$ cat src/rtl/fp_pipe_adder.sv
module fp_pipe_adder #(
  parameter int EXP_W = 8,
  parameter int MAN_W = 16
) (
  input  logic             clk,
  input  logic             rst_n,
  input  logic             stall,
  input  logic             in_valid,
  output logic             in_ready,
  input  logic             op_sub,
  input  logic             a_sign,
  input  logic [EXP_W-1:0] a_exp,
  input  logic [MAN_W-1:0] a_man,
  input  logic             b_sign,
  input  logic [EXP_W-1:0] b_exp,
  input  logic [MAN_W-1:0] b_man,
  output logic             out_valid,
  output logic             out_sign,
  output logic [EXP_W-1:0] out_exp,
  output logic [MAN_W-1:0] out_man,
  output logic             out_range
);

  localparam int SH_W = $clog2(MAN_W + 1);
  localparam logic [EXP_W-1:0] EXP_MAX = '1;
  localparam logic [EXP_W-1:0] SH_SAT  = EXP_W'(MAN_W);

  function automatic logic [SH_W-1:0] lead_zeros(input logic [MAN_W-1:0] v);
    lead_zeros = SH_W'(MAN_W);
    for (int i = 0; i < MAN_W; i++)
      if (v[i]) lead_zeros = SH_W'(MAN_W - 1 - i);
  endfunction

  wire advance = !stall;
  assign in_ready = advance;

  // segment 1: exponent compare
  wire             b_sg_eff = b_sign ^ op_sub;
  wire             b_big    = b_exp > a_exp;
  wire [EXP_W-1:0] exp_diff = b_big ? b_exp - a_exp : a_exp - b_exp;

  logic             s1_v, s1_bsg, s1_ssg;
  logic [EXP_W-1:0] s1_exp;
  logic [MAN_W-1:0] s1_bman, s1_sman;
  logic [SH_W-1:0]  s1_sh;

  always_ff @(posedge clk or negedge rst_n)
    if (!rst_n) s1_v <= 1'b0;
    else if (advance) s1_v <= in_valid;

  always_ff @(posedge clk)
    if (advance) begin
      s1_exp  <= b_big ? b_exp : a_exp;
      s1_bsg  <= b_big ? b_sg_eff : a_sign;
      s1_bman <= b_big ? b_man : a_man;
      s1_ssg  <= b_big ? a_sign : b_sg_eff;
      s1_sman <= b_big ? a_man : b_man;
      s1_sh   <= (exp_diff >= SH_SAT) ? SH_W'(MAN_W) : exp_diff[SH_W-1:0];
    end

  // segment 2: alignment
  logic             s2_v, s2_bsg, s2_ssg;
  logic [EXP_W-1:0] s2_exp;
  logic [MAN_W-1:0] s2_bman, s2_sman;

  always_ff @(posedge clk or negedge rst_n)
    if (!rst_n) s2_v <= 1'b0;
    else if (advance) s2_v <= s1_v;

  always_ff @(posedge clk)
    if (advance) begin
      s2_exp  <= s1_exp;
      s2_bsg  <= s1_bsg;
      s2_bman <= s1_bman;
      s2_ssg  <= s1_ssg;
      s2_sman <= s1_sman >> s1_sh;
    end

  // segment 3: signed add / subtract
  wire           same_sg = s2_bsg == s2_ssg;
  wire           big_ge  = s2_bman >= s2_sman;
  wire [MAN_W:0] ext_b   = {1'b0, s2_bman};
  wire [MAN_W:0] ext_s   = {1'b0, s2_sman};
  wire [MAN_W:0] raw_sum = same_sg ? ext_b + ext_s :
                           big_ge  ? ext_b - ext_s : ext_s - ext_b;
  wire           raw_sg  = (same_sg || big_ge) ? s2_bsg : s2_ssg;

  logic             s3_v, s3_sign;
  logic [EXP_W-1:0] s3_exp;
  logic [MAN_W:0]   s3_sum;

  always_ff @(posedge clk or negedge rst_n)
    if (!rst_n) s3_v <= 1'b0;
    else if (advance) s3_v <= s2_v;

  always_ff @(posedge clk)
    if (advance) begin
      s3_exp  <= s2_exp;
      s3_sign <= raw_sg;
      s3_sum  <= raw_sum;
    end

  // segment 4: normalize
  wire             carry   = s3_sum[MAN_W];
  wire             is_zero = s3_sum == '0;
  wire [SH_W-1:0]  lz      = lead_zeros(s3_sum[MAN_W-1:0]);
  wire             ovf     = carry && (s3_exp == EXP_MAX);
  wire             unf     = !carry && !is_zero && (EXP_W'(lz) >= s3_exp);
  wire [MAN_W-1:0] n_man   = carry ? s3_sum[MAN_W:1] : s3_sum[MAN_W-1:0] << lz;
  wire [EXP_W-1:0] n_exp   = is_zero ? '0 :
                             carry   ? (ovf ? EXP_MAX : s3_exp + 1'b1) :
                             unf     ? '0 : s3_exp - EXP_W'(lz);

  always_ff @(posedge clk or negedge rst_n)
    if (!rst_n) out_valid <= 1'b0;
    else if (advance) out_valid <= s3_v;

  always_ff @(posedge clk)
    if (advance) begin
      out_sign  <= !is_zero && s3_sign;
      out_exp   <= n_exp;
      out_man   <= n_man;
      out_range <= ovf || unf;
    end


  stall_hold_chk: assert property (@(posedge clk) disable iff (!rst_n)
    stall |=> $stable({out_valid, out_sign, out_exp, out_man, out_range}));


  valid_step_chk: assert property (@(posedge clk) disable iff (!rst_n)
    (!stall && s3_v) |=> out_valid);


  zero_form_chk: assert property (@(posedge clk) disable iff (!rst_n)
    (out_valid && out_man == '0) |-> (out_exp == '0 && !out_sign && !out_range));


  norm_form_chk: assert property (@(posedge clk) disable iff (!rst_n)
    (out_valid && out_man != '0) |-> out_man[MAN_W-1]);


  range_sat_chk: assert property (@(posedge clk) disable iff (!rst_n)
    (out_valid && out_range) |-> (out_exp == EXP_MAX || out_exp == '0));

endmodule

$ cat config.mk
export PLATFORM = sky130hd
export DESIGN_NAME = fp_pipe_adder
export DESIGN_NICKNAME = d
export VERILOG_FILES = /design/src/rtl/fp_pipe_adder.sv
export SDC_FILE = /design/constraint.sdc
export NUM_CORES = 1
export LEC_CHECK = 0
export ABC_AREA = 1
export BUFFER_PORTS_ARGS = -buffer_cell sky130_fd_sc_hd__buf_4
export CAP_MARGIN = 15
export CORE_MARGIN = 2
export CORE_UTILIZATION = 40
export CTS_CLUSTER_SIZE = 24
export DETAILED_ROUTE_END_ITERATION = 8
export GPL_TIMING_DRIVEN = 1
export PLACE_DENSITY = 0.55
export SYNTH_ARGS = -nofsm -noshare
export SYNTH_HDL_FRONTEND = slang
export SYNTH_SLANG_ARGS = --single-unit
$ cat constraint.sdc
create_clock -name clk -period 4.4 [get_ports clk]
set_input_delay 0.22 -clock clk [delete_from_list [all_inputs] [get_ports clk]]
set_output_delay 0.22 -clock clk [all_outputs]
set_load 0.03 [all_outputs]
==> key figures <==
Run status
  – Outcome: complete, no violations

STA
  – Slew headroom: 47.54%
  – Max-slew violation count: 0
  – Final Critical Period: 3.521 ns
  – Final setup vio count: 0
  – Sum of negative setup slack: 0 ns
  – Worst hold margin: 0.01550 ns
  – Hold Violations, Final: 0
  – Unrepaired setup endpoints after global routing: false
  – Tcrit/Tclk final: 80.03%
  – Final WS setup: 0.8788 ns
  – Max Freq: 0.2840 GHz
  – Setup Skew: a little under 0.009 ns
  – Slew @ Worst Pin: 0.7870 ns

Clock tree
  – CTS buffer count: 17
  – Post-CTS sizing: 0
  – Cts hold-fix bufs: 1
  – Sink Count: 145
  – CTS tree: done
  – Clock Pin Slew Worst Setup and Hold Paths: 0.06 ns
  – Clock root buffer: clkbuf_16
  – Post-CTS Setup Bufs: 0
  – Longest Clk Path Bufs: 2
  – Htree depth: 4
  – Clock latency on the worst-skew pair: 0.42 ns

Worst setup path
  – Slowest stage cell, crit path: ha_1
  – Worst Path Class, Setup: flop to flop
  – Top cell by count, worst path: inv_1
  – CP Cell Sequence: nor2_1, inv_1, nor3_1, inv_1, a21oi_1, inv_1, ha_1, nand2_1, o21ai_0, inv_1, o21ai_0, o21a_1, nor4_1, nor2_1, nand2_1, o221ai_1
  – Crit path largest cell delay: 0.45 ns
  – Worst path top cell family by delay: compound AO/OA/AOI/OAI gates
  – Worst Path Max Fanout: 16
  – CP Data Arrival Time: 3.77 ns
  – Startpoint class of the critical path: flop
  – WP buf/inv: 4
  – Crit path capture type: flop
  – WP data required: 4.65 ns

Synth
  – Yosys warning total: 0
  – Post-synth top area cell: edfxtp_1
  – Syn_nets: 1327
  – Number of distinct library cells after synthesis: 44
  – Synth Area in XOR/XNOR: under 10%
  – Mean Syn Cell Area: 8.374 µm²
  – Top-area cell type share of the netlist area: 42.24%
  – Main synth FF type: edfxtp_1
  – Mapped Area: 0.01002 mm²
  – Synth top area cells: edfxtp_1, nand2_1, ha_1
  – Post-synthesis simple-gate area fraction: a little under a fifth
  – Cell count after synthesis: 1197
  – Yosys reg bits: 145
  – Post-synthesis compound-gate area fraction: about 15%
  – Post-synth ARST share: under 10%
  – Post-synthesis mux area share: 0.7989%
  – Main combinational cell family by area after synthesis: simple AND/OR/NAND/NOR gates
  – Synth Area in Adders: 9.812%
  – Register area share after synthesis: 43.24%
  – EDFF count, synth: 141

Cells and area
  – Area Overhead vs Synth: 14.92%
  – Final instance area: 0.01152 mm²
  – Fillers: 2367
  – Register area: 0.004334 mm²
  – Area of the multi-input gates: 0.004840 mm²
  – Layout cell share with drive strength beyond 1: 12.13%
  – Ant diodes: 0
  – Total Nets Final: 1395
  – Commonest non-fill, non-tap cell in the layout: nand2_1
  – Highest-count cells in the layout ignoring fill and taps: nand2_1, inv_1, edfxtp_1, o21ai_0, buf_4

Routing
  – Routed len/inst: 13.78 µm
  – Vias after detailed routing: 7925
  – Routed Antenna Nets: 0
  – Vias per Instance: 4.947
  – Number of DRC markers in iteration 0: 459
  – Final wirelength: 22070 µm
  – Drt first pass iters: 7
  – DR DRC count: 0

Min path
  – Worst hold path class: primary input to flop

GRT
  – Tot GR Track Use: 17.66%
  – Largest net degree at the start of global routing: 86
  – Overflow left after global routing: 0
  – Initial antenna violation count: 0
  – Global-route wire length before repair: 37520 µm
  – Vias in the first global route: 7821

Placement
  – Pre-CTS WS: 0.9225 ns
  – Count of input and output buffers: 82
  – GPL Wtd Cong: 0.8851
  – Area after DPL: 0.01090 mm²
  – Detailed Place HPWL: 17370 µm

Power
  – Worst IR Drop VDD: approximately 210 µV
  – Pwr dens: 439.2 mW/mm²
  – Leak pwr: about 5.2 nW
  – Pwr Total: 5.059 mW

Floorplan
  – Die height: 162.3 µm
  – Initial Util: 40.97%
  – Core ar.: 0.02446 mm²
  – I/O pins: 83
  – Site Rows: 57
  – Die ar.: 0.02634 mm²
  – Chip width: 162.3 µm

Job
  – Max-Cap Viols: 0
power breakdown:
group          leakage (nW)  switching (mW)  internal [mW]
Combinational          3.51            1.07          0.591
Sequential             1.44           0.120           1.78
Clock                 0.291           0.585          0.903
final cells by class:
class	instances	area share, %
tap	324	3.519
timing repair buffer	93	6.083
inverter	167	5.486
clock buffer	19	3.758
sequential	145	37.63
multi-input combinational	841	42.02
clock inverter	13	1.510
synth_stat cells, types with 4 or more instances:
cell type,number
nand2_1,268
inv_1,161
edfxtp_1,141
o21ai_0,110
nand3_1,88
a21oi_1,77
ha_1,69
nor2_1,65
xor2_1,42
clkbuf_1,24
o21ai_1,18
buf_2,13
a21o_1,12
a21oi_2,9
nor3_1,9
mux2i_1,8
o211ai_1,7
o21ai_2,7
fa_1,6
nand2_2,6
a21boi_1,4
buf_6,4
dfrtp_1,4
inv_2,4
nor4_1,4
o221ai_1,4
o31ai_1,4
xnor2_1,4
worst register-to-register path: cells and delay by family (launching register included):
family,cells,cell delay [ns]
buffers and inverters,4,0.49
flip-flops,1,0.43
AND/OR/NAND/NOR,6,0.89
adder cells (fa/ha/maj),1,0.46
AO/OA/AOI/OAI,5,1.09
path summary, 6_finish.rpt:
check | to | start | depth (start not counted) | slack, ns
min in group asynchronous | s3_v | rst_n | 2 | 0.15
worst max register to register | out_exp[4] | s3_sum[14] | 16 | 0.88
max in group asynchronous | s1_v | rst_n | 2 | 4.15
worst min-delay path | s1_v | in_valid | 3 | 0.02
worst max-delay path | out_exp[4] | s3_sum[14] | 16 | 0.88
worst min register to register | s2_exp[7] | s1_exp[7] | 0 | 0.41
through the flow:
stage / utilization (%) / cells
detailed placement: 44.57 / 1569
CTS: 47.09 / 1602
floorplan: - / 1197
global placement: 44.57 / 1569
global route: 47.09 / 1602
finish: 47.09 / 1602
layer usage:
metal  wire, µm  part of all wire [%]  GRT usage, %  vias up
met5          0                     0             0        -
met4        519                   2.4         5.873        0
met3        836                   3.8         2.886       33
met2      10640                    48         30.35      178
met1      10080                    46         22.72     3567
li1           -                     -             -     4147
cell families (layout without fill, tap and decap cells):
kind of cell	after synthesis	after routing
AO/OA/AOI/OAI	266	266
XOR/XNOR	46	46
adder cells (fa/ha/maj)	75	75
buffers and inverters	211	292
flip-flops	145	145
multiplexers	8	8
AND/OR/NAND/NOR	446	446
sequential cells by signal, indices dropped and copies added (netlist names), 5 cells and up:
register  cells
out_exp       8
out_man      16
s1_bman      16
s1_exp        8
s1_sh         5
s1_sman      16
s2_bman      16
s2_exp        8
s2_sman      16
s3_exp        8
s3_sum       17
No activity file was read; power rests on OpenSTA's default activity.
